## config.mk

```make
export PLATFORM = sky130hd
export DESIGN_NAME = soc_corr_blender
export DESIGN_NICKNAME = d
export VERILOG_FILES = /design/src/rtl/soc_corr_pkg.sv /design/src/rtl/soc_blend_target.sv /design/src/rtl/soc_step_limiter.sv /design/src/rtl/soc_corr_blender.sv
export SDC_FILE = /design/constraint.sdc
export NUM_CORES = 1
export LEC_CHECK = 0
export BUFFER_PORTS_ARGS = -buffer_cell sky130_fd_sc_hd__clkbuf_2
export CAP_MARGIN = 0
export CORE_ASPECT_RATIO = 1.1
export CORE_MARGIN = 8
export CORE_UTILIZATION = 60
export DETAILED_ROUTE_END_ITERATION = 16
export PLACE_DENSITY = 0.82
export SLEW_MARGIN = 25
export SYNTH_ARGS = -nofsm -noshare
export SYNTH_HDL_FRONTEND = slang
export SYNTH_SLANG_ARGS = --single-unit
```

## constraint.sdc

```tcl
create_clock -name clk -period 16.4 [get_ports clk]
set_input_delay 4.92 -clock clk [delete_from_list [all_inputs] [get_ports clk]]
set_output_delay 4.92 -clock clk [all_outputs]
set_load 0.005 [all_outputs]
```

## src/rtl/soc_corr_pkg.sv

```systemverilog
package soc_corr_pkg;
  typedef enum logic {
    S_TRACK = 1'b0,
    S_CORR  = 1'b1
  } corr_state_e;
endpackage

```

## src/rtl/soc_blend_target.sv

```systemverilog
module soc_blend_target #(
  parameter int SOC_W   = 14,
  parameter int ALPHA_W = 8
) (
  input  logic               clk,
  input  logic               rst_n,
  input  logic [SOC_W-1:0]   ocv_i,
  input  logic [SOC_W-1:0]   cc_i,
  input  logic [ALPHA_W-1:0] alpha_i,
  output logic [SOC_W-1:0]   tgt_o
);
  localparam int PROD_W = SOC_W + ALPHA_W + 2;
  localparam logic [PROD_W-1:0] ONE  = PROD_W'(1) << ALPHA_W;
  localparam logic [PROD_W-1:0] HALF = PROD_W'(1) << (ALPHA_W - 1);

  logic [PROD_W-1:0] w_ocv, w_cc, acc;
  logic [SOC_W-1:0]  tgt_d, tgt_q;

  always_comb begin
    w_ocv = PROD_W'(alpha_i) * PROD_W'(ocv_i);
    w_cc  = (ONE - PROD_W'(alpha_i)) * PROD_W'(cc_i);
    acc   = w_ocv + w_cc + HALF;
    tgt_d = SOC_W'(acc >> ALPHA_W);
  end

  always_ff @(posedge clk or negedge rst_n) begin
    if (!rst_n) tgt_q <= '0;
    else        tgt_q <= tgt_d;
  end

  assign tgt_o = tgt_q;
endmodule

```

## src/rtl/soc_step_limiter.sv

```systemverilog
module soc_step_limiter #(
  parameter int SOC_W         = 14,
  parameter int STEP_MAX      = 300,
  parameter int RATE_PER_TICK = 100
) (
  input  logic             clk,
  input  logic             rst_n,
  input  logic             start_i,
  input  logic             active_i,
  input  logic             freeze_i,
  input  logic             tick_i,
  input  logic [SOC_W-1:0] cur_i,
  input  logic [SOC_W-1:0] tgt_i,
  output logic [SOC_W-1:0] nxt_o,
  output logic             step_en_o,
  output logic             done_o
);
  localparam int CRED_W = $clog2(STEP_MAX + RATE_PER_TICK + 1);
  localparam logic [CRED_W-1:0] CAP  = CRED_W'(STEP_MAX);
  localparam logic [CRED_W-1:0] RATE = CRED_W'(RATE_PER_TICK);

  logic [CRED_W-1:0] credit_q, credit_d, spent, sum;
  logic [SOC_W-1:0]  mag, amt;
  logic              up;

  always_comb begin
    up    = tgt_i > cur_i;
    mag   = up ? (tgt_i - cur_i) : (cur_i - tgt_i);
    amt   = (mag < SOC_W'(credit_q)) ? mag : SOC_W'(credit_q);
    step_en_o = active_i && !freeze_i && (amt != '0);
    nxt_o = up ? (cur_i + amt) : (cur_i - amt);
    done_o = (mag == '0);
    spent = step_en_o ? CRED_W'(amt) : '0;
    sum   = credit_q - spent + (tick_i ? RATE : '0);
    if (start_i)       credit_d = CAP;
    else if (sum > CAP) credit_d = CAP;
    else               credit_d = sum;
  end

  always_ff @(posedge clk or negedge rst_n) begin
    if (!rst_n) credit_q <= '0;
    else        credit_q <= credit_d;
  end

  p_credit_cap_r4: assert property (@(posedge clk) disable iff (!rst_n)
    credit_q <= CAP);

  p_no_gain_without_tick_r4: assert property (@(posedge clk) disable iff (!rst_n)
    (!tick_i && !start_i) |=> (credit_q <= $past(credit_q)));
endmodule

```

## src/rtl/soc_corr_blender.sv

```systemverilog
module soc_corr_blender #(
  parameter int SOC_W         = 14,
  parameter int ALPHA_W       = 8,
  parameter int REASON_W      = 3,
  parameter int TS_W          = 32,
  parameter int STEP_MAX      = 300,
  parameter int RATE_PER_TICK = 100
) (
  input  logic                clk,
  input  logic                rst_n,
  input  logic [SOC_W-1:0]    soc_ocv_i,
  input  logic [SOC_W-1:0]    soc_cc_i,
  input  logic [ALPHA_W-1:0]  alpha_i,
  input  logic                corr_req_i,
  input  logic [REASON_W-1:0] reason_i,
  input  logic                balance_i,
  input  logic                tick_i,
  output logic [SOC_W-1:0]    soc_o,
  output logic                limiting_o,
  output logic                evt_valid_o,
  output logic [REASON_W-1:0] evt_reason_o,
  output logic [TS_W-1:0]     evt_time_o
);
  import soc_corr_pkg::*;

  corr_state_e         state_q, state_d;
  logic [SOC_W-1:0]    rep_q, rep_d, tgt, nxt;
  logic [REASON_W-1:0] reason_q, reason_d;
  logic [TS_W-1:0]     ts_q;
  logic                step_en, done, start;
  logic                evt_q;
  logic [REASON_W-1:0] evt_reason_q;
  logic [TS_W-1:0]     evt_time_q;

  soc_blend_target #(.SOC_W(SOC_W), .ALPHA_W(ALPHA_W)) blend_i (
    .clk(clk), .rst_n(rst_n), .ocv_i(soc_ocv_i), .cc_i(soc_cc_i),
    .alpha_i(alpha_i), .tgt_o(tgt)
  );

  assign start = (state_q == S_TRACK) && corr_req_i;

  soc_step_limiter #(.SOC_W(SOC_W), .STEP_MAX(STEP_MAX),
                     .RATE_PER_TICK(RATE_PER_TICK)) lim_i (
    .clk(clk), .rst_n(rst_n), .start_i(start),
    .active_i(state_q == S_CORR), .freeze_i(balance_i), .tick_i(tick_i),
    .cur_i(rep_q), .tgt_i(tgt), .nxt_o(nxt), .step_en_o(step_en),
    .done_o(done)
  );

  always_comb begin
    state_d  = state_q;
    rep_d    = rep_q;
    reason_d = reason_q;
    unique case (state_q)
      S_TRACK: begin
        if (corr_req_i) begin
          state_d  = S_CORR;
          reason_d = reason_i;
        end else begin
          rep_d = tgt;
        end
      end
      S_CORR: begin
        if (step_en) rep_d = nxt;
        if (done)    state_d = S_TRACK;
      end
      default: state_d = S_TRACK;
    endcase
  end

  always_ff @(posedge clk or negedge rst_n) begin
    if (!rst_n) begin
      state_q      <= S_TRACK;
      rep_q        <= '0;
      reason_q     <= '0;
      ts_q         <= '0;
      evt_q        <= 1'b0;
      evt_reason_q <= '0;
      evt_time_q   <= '0;
    end else begin
      state_q  <= state_d;
      rep_q    <= rep_d;
      reason_q <= reason_d;
      if (tick_i) ts_q <= ts_q + 1'b1;
      evt_q <= step_en;
      if (step_en) begin
        evt_reason_q <= reason_q;
        evt_time_q   <= ts_q + (tick_i ? 1'b1 : 1'b0);
      end
    end
  end

  assign soc_o        = rep_q;
  assign limiting_o   = (state_q == S_CORR);
  assign evt_valid_o  = evt_q;
  assign evt_reason_o = evt_reason_q;
  assign evt_time_o   = evt_time_q;

  function automatic logic [SOC_W-1:0] absd(input logic [SOC_W-1:0] a,
                                            input logic [SOC_W-1:0] b);
    return (a > b) ? (a - b) : (b - a);
  endfunction

  p_step_bound_r3: assert property (@(posedge clk) disable iff (!rst_n)
    (state_q == S_CORR) |=> (absd(rep_q, $past(rep_q)) <= SOC_W'(STEP_MAX)));

  p_balance_hold_r6: assert property (@(posedge clk) disable iff (!rst_n)
    (state_q == S_CORR && balance_i) |=> $stable(rep_q));

  p_evt_in_corr_r5: assert property (@(posedge clk) disable iff (!rst_n)
    evt_valid_o |-> limiting_o);

  p_flag_clear_r7: assert property (@(posedge clk) disable iff (!rst_n)
    (state_q == S_CORR && rep_q == tgt) |=> !limiting_o);
endmodule

```

==> impl_summary.md, run 1 <==
Placement
The placed wire-length estimate is 29.92 mm. The final weighted congestion of routability-driven global placement is 0.8932. Port buffering added 94 buffers. The total placed cells including tap cells is 2127.

Setup path
The kind of cell adding the most delay to the critical path is adder cells. Along the worst path, the maximum fanout reaches 29. The worst setup path is captured at a flop. The number of buffer and inverter instances along the worst setup path is 7. STA puts the critical path data required time at 16.64 ns.

The cell type of the slowest stage on the worst timing path is xor2_1. By instance count, the cell type seen most on the critical path is fa_1. In this run the worst setup path begins at alpha_i[0]. The worst path arrival time is 12.72 ns.

For this run, the slowest stage of the critical path takes 0.83 ns. STA classifies the critical path startpoint as an input pin. The critical path is of the in2reg type.

The worst register-to-register path begins at soc_o[1]$_DFFE_PN0P_.

Clocking
In this run the deepest clock path goes through 2 buffers. In this run the number of H-tree levels came out at 3. The clock buffer count from CTS is 9. TritonCTS built the clock tree. The latest clock arrival within the worst-skew pair is 0.35 ns. The clock transition at the register clock pins on the worst setup and hold paths after CTS is 0.08 ns. The number of clock sinks seen by CTS is 109. The count of hold buffers inserted by post-cts repair is 0. Clock tree synthesis selected as its root buffer the cell clkbuf_16. The number of resized instances in the post-cts repair step is 0. The number of post-CTS setup repair buffers is 0.

GRT
The first global-routing pass estimated 61.55 mm of wire. The number of global-route vias before repair came to 12926. The global routing usage summed across all routing layers is 23.24%. The maximum number of pins on one net before global-route repair is 58. The initial antenna violation count is 0.

The global route total overflow is 0.

Layout
In the final layout, the share of cells above drive strength 1 is 9.548%. The number of nets in the layout is 2206. The area taken by flip-flops and latches is 0.002728 sq mm.

The number of antenna diodes in the final layout is 0. Compared with the post-synthesis result, the final layout area differs by 6.373%. The final-layout fill cell count is 2145.

In the final layout, the multi-input gates occupy 0.01183 sq mm. The final cell utilization of the core is 64.95%. The finished layout holds 2143 standard cells, fillers aside.

Logic synthesis
The net count after synthesis is 2158. The most common cell in the synthesized netlist is inv_1. For this run, asynchronously set or reset flops after synthesis account for 100.0%. Counting instances in the post-synthesis netlist gives the leading cell types as inv_1 (297), nand2_1 (212), fa_1 (199). The portion of the post-synthesis area used by sequential elements is 17.09%. The synthesized flop and latch total is 109.

The post-synthesis average cell area is 9.179 sq um. The post-synthesis cell count is 1739. Sorting the synthesized cells by area gives the leading types as fa_1 (25%), dfrtp_1 (17%), ha_1 (14%). The number of different library cells used by synthesis comes to 76.

The combined area of all synthesized cells is 0.01596 sq mm. The most used flip-flop cell after synthesis is dfrtp_1. Of the post-synthesis cell area, the dominant cell type holds 24.96%.

The synthesized design spends more area on one cell type than any other, namely fa_1. The warning count from the yosys run is 0. The number of synthesized flops with an enable pin is 0.

Floorplanning
The floorplan step defined a die boundary enclosing 0.03208 sq mm. The overall die width is 171.5 um. The chip height is 187.1 um. The initial utilization of the core area, before any placement, comes to 61.06%. The number of rows in the core area is 62. The core region is 0.02614 sq mm. The number of placed I/O pins is 95.

Routing
In the routed design, unresolved DRC markers number 0. The post-detailed-route wirelength per cell is 17.01 um. The number of iterations in the first detailed-routing pass is 6. The final route contains 12122 vias. In this run, the number of DRC markers left after iteration 0 of detailed routing was 870. The via density per instance is 5.657. The number of nets with antenna violations after routing is 0. The routed wire length is 36.45 mm.

Timing
The number of pins exceeding their max-slew limit in the final report came to 0. The worst hold slack across all endpoints is 0.4888 ns. The final critical-path share of the clock period is 76.13%.

For the pin with the worst max-slew slack, the measured transition is 1.053 ns. The worst pin sits at a relative slew slack of 29.55%. Setup violations remaining at the end of the flow were counted as 0. Clock skew on the completed layout was measured at 0.009281 ns. Setup repair after global routing left no endpoint under its margin.

The final hold violation count was 0. Adding up every negative setup slack in the final design gives 0 ns. For this run, the top clock speed supported by timing is 80.10 MHz. For the finished layout, the period the worst path requires is 12.49 ns.

Run
The tool flagged a number of max-cap violations equal to 0.

Min path
The path class of the lowest-slack min-delay path is reg2reg. In this run the most critical hold path is launched from evt_time_o[4]$_DFFE_PN0N_.

Run status
The run finished with clean final reports.
## path summary, 6_finish.rpt
kind	slack, ns	cells past startpoint	endpoint
max	3.91	27	blend_i.tgt_o[13]$_DFF_PN0_
min reg2reg	0.49	1	evt_time_o[4]$_DFFE_PN0N_
min	0.49	1	evt_time_o[4]$_DFFE_PN0N_
max in group asynchronous	10.61	2	evt_time_o[16]$_DFFE_PN0N_
min in group asynchronous	4.59	1	soc_o[11]$_DFFE_PN0P_
max reg2reg	6.70	37	lim_i.credit_q[7]$_DFF_PN0_
## per-layer routing
metal / vias to the layer above / global-route usage [%] / share of wire (%)
met5: - / 0 / 0
met4: 0 / 5.691 / 1.6
met3: 56 / 1.963 / 4.6
met2: 377 / 40.53 / 50
met1: 6078 / 30.55 / 44
li1: 5611 / - / -
## worst register-to-register path, delay by kind of cell, from the launching register on
family / cells / cell delay, ns
compound gates: 19 / 4.52
fa+ha+maj: 5 / 1.98
simple gates: 9 / 1.73
buf+inv: 3 / 0.62
flops: 1 / 0.50
xor+xnor: 1 / 0.26
## metrics by stage
stage	area (sq um)	setup WS (ns)
after floorplan	15960	4.596
after global placement	16650	3.786
after detailed placement	16660	3.583
after CTS	16960	3.960
after global routing	16980	3.416
final	16980	3.915
## layout by cell type, fill, tap and decap left out, types with 7 or more instances in the layout
cell / n
clkbuf_2: 93
mux2i_1: 29
o21bai_1: 10
ha_1: 176
and2_1: 95
o21a_1: 9
a21oi_1: 53
or3_1: 11
a21o_1: 14
nand4_1: 19
fa_1: 199
nand3_1: 22
a211oi_1: 8
buf_4: 9
nor2_1: 82
o21ai_0: 28
nand2_1: 212
xnor2_1: 76
nor2b_1: 7
mux2_2: 12
inv_1: 297
clkbuf_16: 9
xor2_1: 42
nor3_1: 27
nand2b_1: 12
mux2_4: 23
dfrtp_1: 109
and3_1: 15
## final cells by class
class | instances | area share [%]
clock buffers | 9 | 1.326
clock inverters | 6 | 0.4864
inverters | 298 | 6.618
well taps | 352 | 2.594
flip-flops and latches | 109 | 16.06
repair buffers | 103 | 3.228
multi-input cells | 1266 | 69.68
## cell families after synthesis
| group | after synthesis | synth area share (%) |
|---|---|---|
| fa+ha+maj | 375 | 38.76 |
| xor+xnor | 119 | 6.530 |
| buf+inv | 364 | 8.834 |
| compound gates | 175 | 7.580 |
| mux | 69 | 5.181 |
| simple gates | 528 | 16.03 |
| flops | 109 | 17.09 |
## registers in the layout (all words and copies together), names as in the netlist, 3 cells and up
register and count:
evt_time_o 32, blend_i.tgt_o 14, reason_q 3, evt_reason_o 3
ts_q 32, lim_i.credit_q 9, soc_o 14
Power of run 1 is left out: the tool's default activity adds up to more than one toggle a clock period on the data nets, which glitch-free logic cannot reach.
==> inputs of run 2 (changes only) <==
--- a/config.mk
+++ b/config.mk
@@ -9,9 +9,9 @@
 export CAP_MARGIN = 0
 export CORE_ASPECT_RATIO = 1.1
 export CORE_MARGIN = 8
-export CORE_UTILIZATION = 60
+export CORE_UTILIZATION = 58
 export DETAILED_ROUTE_END_ITERATION = 16
-export PLACE_DENSITY = 0.82
+export PLACE_DENSITY = 0.83
 export SLEW_MARGIN = 25
 export SYNTH_ARGS = -nofsm -noshare
 export SYNTH_HDL_FRONTEND = slang
==> constraint.sdc (replaced) <==
create_clock -name clk -period 10.2 [get_ports clk]
set_input_delay 3.06 -clock clk [delete_from_list [all_inputs] [get_ports clk]]
set_output_delay 3.06 -clock clk [all_outputs]
set_load 0.005 [all_outputs]
==> impl_summary.md, run 2 (synthesis gave the netlist of run 1 again) <==
GRT
The global routing usage summed across all routing layers came to 22.32% (-0.92 points). The number of global-route vias before repair is 12965 (+0.30%). The initial antenna violation count is 0 (unchanged). The first-pass GRT wire length was 61.91 mm (+0.59%).

The global route total overflow was 0 (unchanged). The maximum number of pins on one net before global-route repair is 61 (+5.2%).

Timing
The number of endpoints failing setup at the final stage is 0 (unchanged). The final critical path takes up 94.41% of the cycle. The number of pins exceeding their max-slew limit in the final report is 0 (unchanged). The least setup slack across all paths after layout is 0.5701 ns (-3.345 ns). The transition time of the tightest slew-check pin is 0.8412 ns (-0.2119 ns). The final clock skew was 0.01368 ns (+0.004401 ns). Derived from the worst setup path, the maximum achievable clock frequency is 103.8 MHz.

The final setup TNS is 0 ns (unchanged). The final hold violation count is 0 (unchanged). The worst relative slew slack is 43.92% (+14 points). The time the final worst path needs with I/O delays and setup is 9.630 ns. Setup repair after global routing left no endpoint under its margin.

Layout
The layout cell share with drive strength beyond 1 is 10.19% (+0.65 points). The most frequent standard cell in the layout excluding fill and tap cells is inv_1. The number of antenna cells inserted was 0 (unchanged). In the layout the commonest cells are inv_1 (297), nand2_1 (212), fa_1 (199), ha_1 (176), dfrtp_1 (109). The combined area of the multi-input logic cells was 0.01182 sq mm (about the same). The final-layout fill cell count is 2186 (+1.9%). The area growth from synthesis to layout is 6.922%.

The number of nets in the layout came to 2219 (+0.59%). The area taken by flip-flops and latches is 0.002728 sq mm (unchanged).

Routing
The DRC violation count after routing came to 0 (unchanged). The number of iterations in the first detailed-routing pass is 5 (-1). The number of nets with antenna violations after routing was 0 (unchanged). The via density per instance is 5.563 (-1.7%).

The post-detailed-route wirelength per cell was 16.65 um (-2.1%). The routed wire length came to 36.00 mm (-1.3%). The number of design-rule violations left by the first detailed-router iteration is 814 (-6.4%).

The number of vias after detailed routing is 12027 (-0.78%).

Floorplanning
The chip height is 190.0 um (+1.6%). The full die area is 0.03309 sq mm (+3.1%). The number of placed I/O pins is 95 (unchanged). The overall die width was 174.2 um (+1.6%). The standard cell core area came to 0.02704 sq mm (+3.4%).

The number of rows in the core area came to 63 (+1.6%). The effective utilization at floorplan came to 59.04% (-2.0 points).

Setup path
The required arrival time at the worst endpoint came to 10.48 ns (-6.16 ns). The worst reg-to-reg path cell count is 39 (+5.4%). The category of the most critical setup path is in2reg.

The critical path capture point type is a flop. The startpoint type of the worst setup path is an input pin. The worst path arrival time is 9.91 ns (-2.81 ns). The largest driver fanout on the critical path is 14 (-52%).

Run
The max-cap check violation count came to 0 (unchanged).

Placement
The count of input and output buffers is 94 (unchanged). The worst slack at placement is 0.1641 ns (-3.419 ns). The placed wire-length estimate came to 29.84 mm (-0.28%).

The final weighted congestion of routability-driven global placement is 0.9178 (+2.8%).

Clocking
The number of buffers between clock root and the deepest sink is 2 (unchanged). The clock buffer count from CTS is 9 (unchanged). The number of resized instances in the post-cts repair step is 0 (unchanged). TritonCTS built the clock tree. The total number of H-tree levels is 3 (unchanged).

The number of clock sinks seen by CTS is 109 (unchanged). The clock transition at the register clock pins on the worst setup and hold paths after CTS is 0.09 ns (about the same). The tree is rooted in a clkbuf_16. The count of hold buffers inserted by post-cts repair is 0 (unchanged).

The number of post-CTS setup repair buffers is 0 (unchanged). The latest clock arrival within the worst-skew pair was 0.36 ns (about the same).

Run status
The flow ran to the end, and the final reports show no timing, DRC or antenna violations.

Min path
The path class of the lowest-slack min-delay path is reg2reg. The hold-critical path depth is 1 (unchanged).
==> run 2: per-stage QoR <==
stage          cells  cell area, sq um  util (%)  hold WS, ns
6_report        2162             17070     63.12       0.5000
5_1_grt         2162             17070     63.12       0.5204
4_1_cts         2162             17070     63.12       0.5059
3_5_place_dp    2146             16760     61.99       0.4858
3_3_place_gp    2146             16760     61.99       0.4672
2_1_floorplan   1739             15960         -       0.4660
==> run 2: path summary, 6_finish.rpt <==
check                           slack [ns]                           to                      start
worst max-delay path                  0.57  blend_i.tgt_o[13]$_DFF_PN0_                 alpha_i[0]
worst min-delay path                  0.50    evt_time_o[4]$_DFFE_PN0N_  evt_time_o[4]$_DFFE_PN0N_
worst max register to register        0.99  lim_i.credit_q[2]$_DFF_PN0_       soc_o[1]$_DFFE_PN0P_
worst min register to register        0.50    evt_time_o[4]$_DFFE_PN0N_  evt_time_o[4]$_DFFE_PN0N_
max in group asynchronous             6.27         ts_q[29]$_DFFE_PN0P_                      rst_n
min in group asynchronous             2.77        soc_o[13]$_DFFE_PN0P_                      rst_n
==> run 2: cell type report <==
cell class	count	share of cell area, %
timing repair buffer	116	3.739
tap	357	2.617
clock buffer	9	1.320
clock inverter	7	0.4765
sequential	109	15.98
multi-input combinational	1266	69.28
inverter	298	6.584
==> run 2: metal layers <==
| layer | wire, um | vias to the layer above | GRT usage (%) |
|---|---|---|---|
| met5 | 0 | - | 0 |
| met4 | 536 | 0 | 5.364 |
| met3 | 1812 | 46 | 3.152 |
| met2 | 18100 | 350 | 39.64 |
| met1 | 15540 | 5990 | 28.40 |
| li1 | - | 5641 | - |
==> run 2: worst max-delay path, stage by stage <==
cell and delay, ns:
clkbuf_2 0.11, inv_1 0.07, ha_1 0.18, nand2_1 0.08
or3_1 0.36, xor2_1 0.14, buf_4 0.21, nand2_1 0.09
fa_1 0.51, inv_1 0.05, fa_1 0.50, inv_1 0.05
fa_1 0.48, inv_1 0.06, fa_1 0.53, inv_1 0.05
fa_1 0.53, inv_1 0.05, fa_1 0.50, fa_1 0.49
ha_1 0.36, and3_1 0.18, a31o_2 0.27, o211a_1 0.25
nor3_1 0.27, o21bai_1 0.13, a21oi_1 0.19, xnor2_1 0.13
Power of run 2 is left out for the same reason.
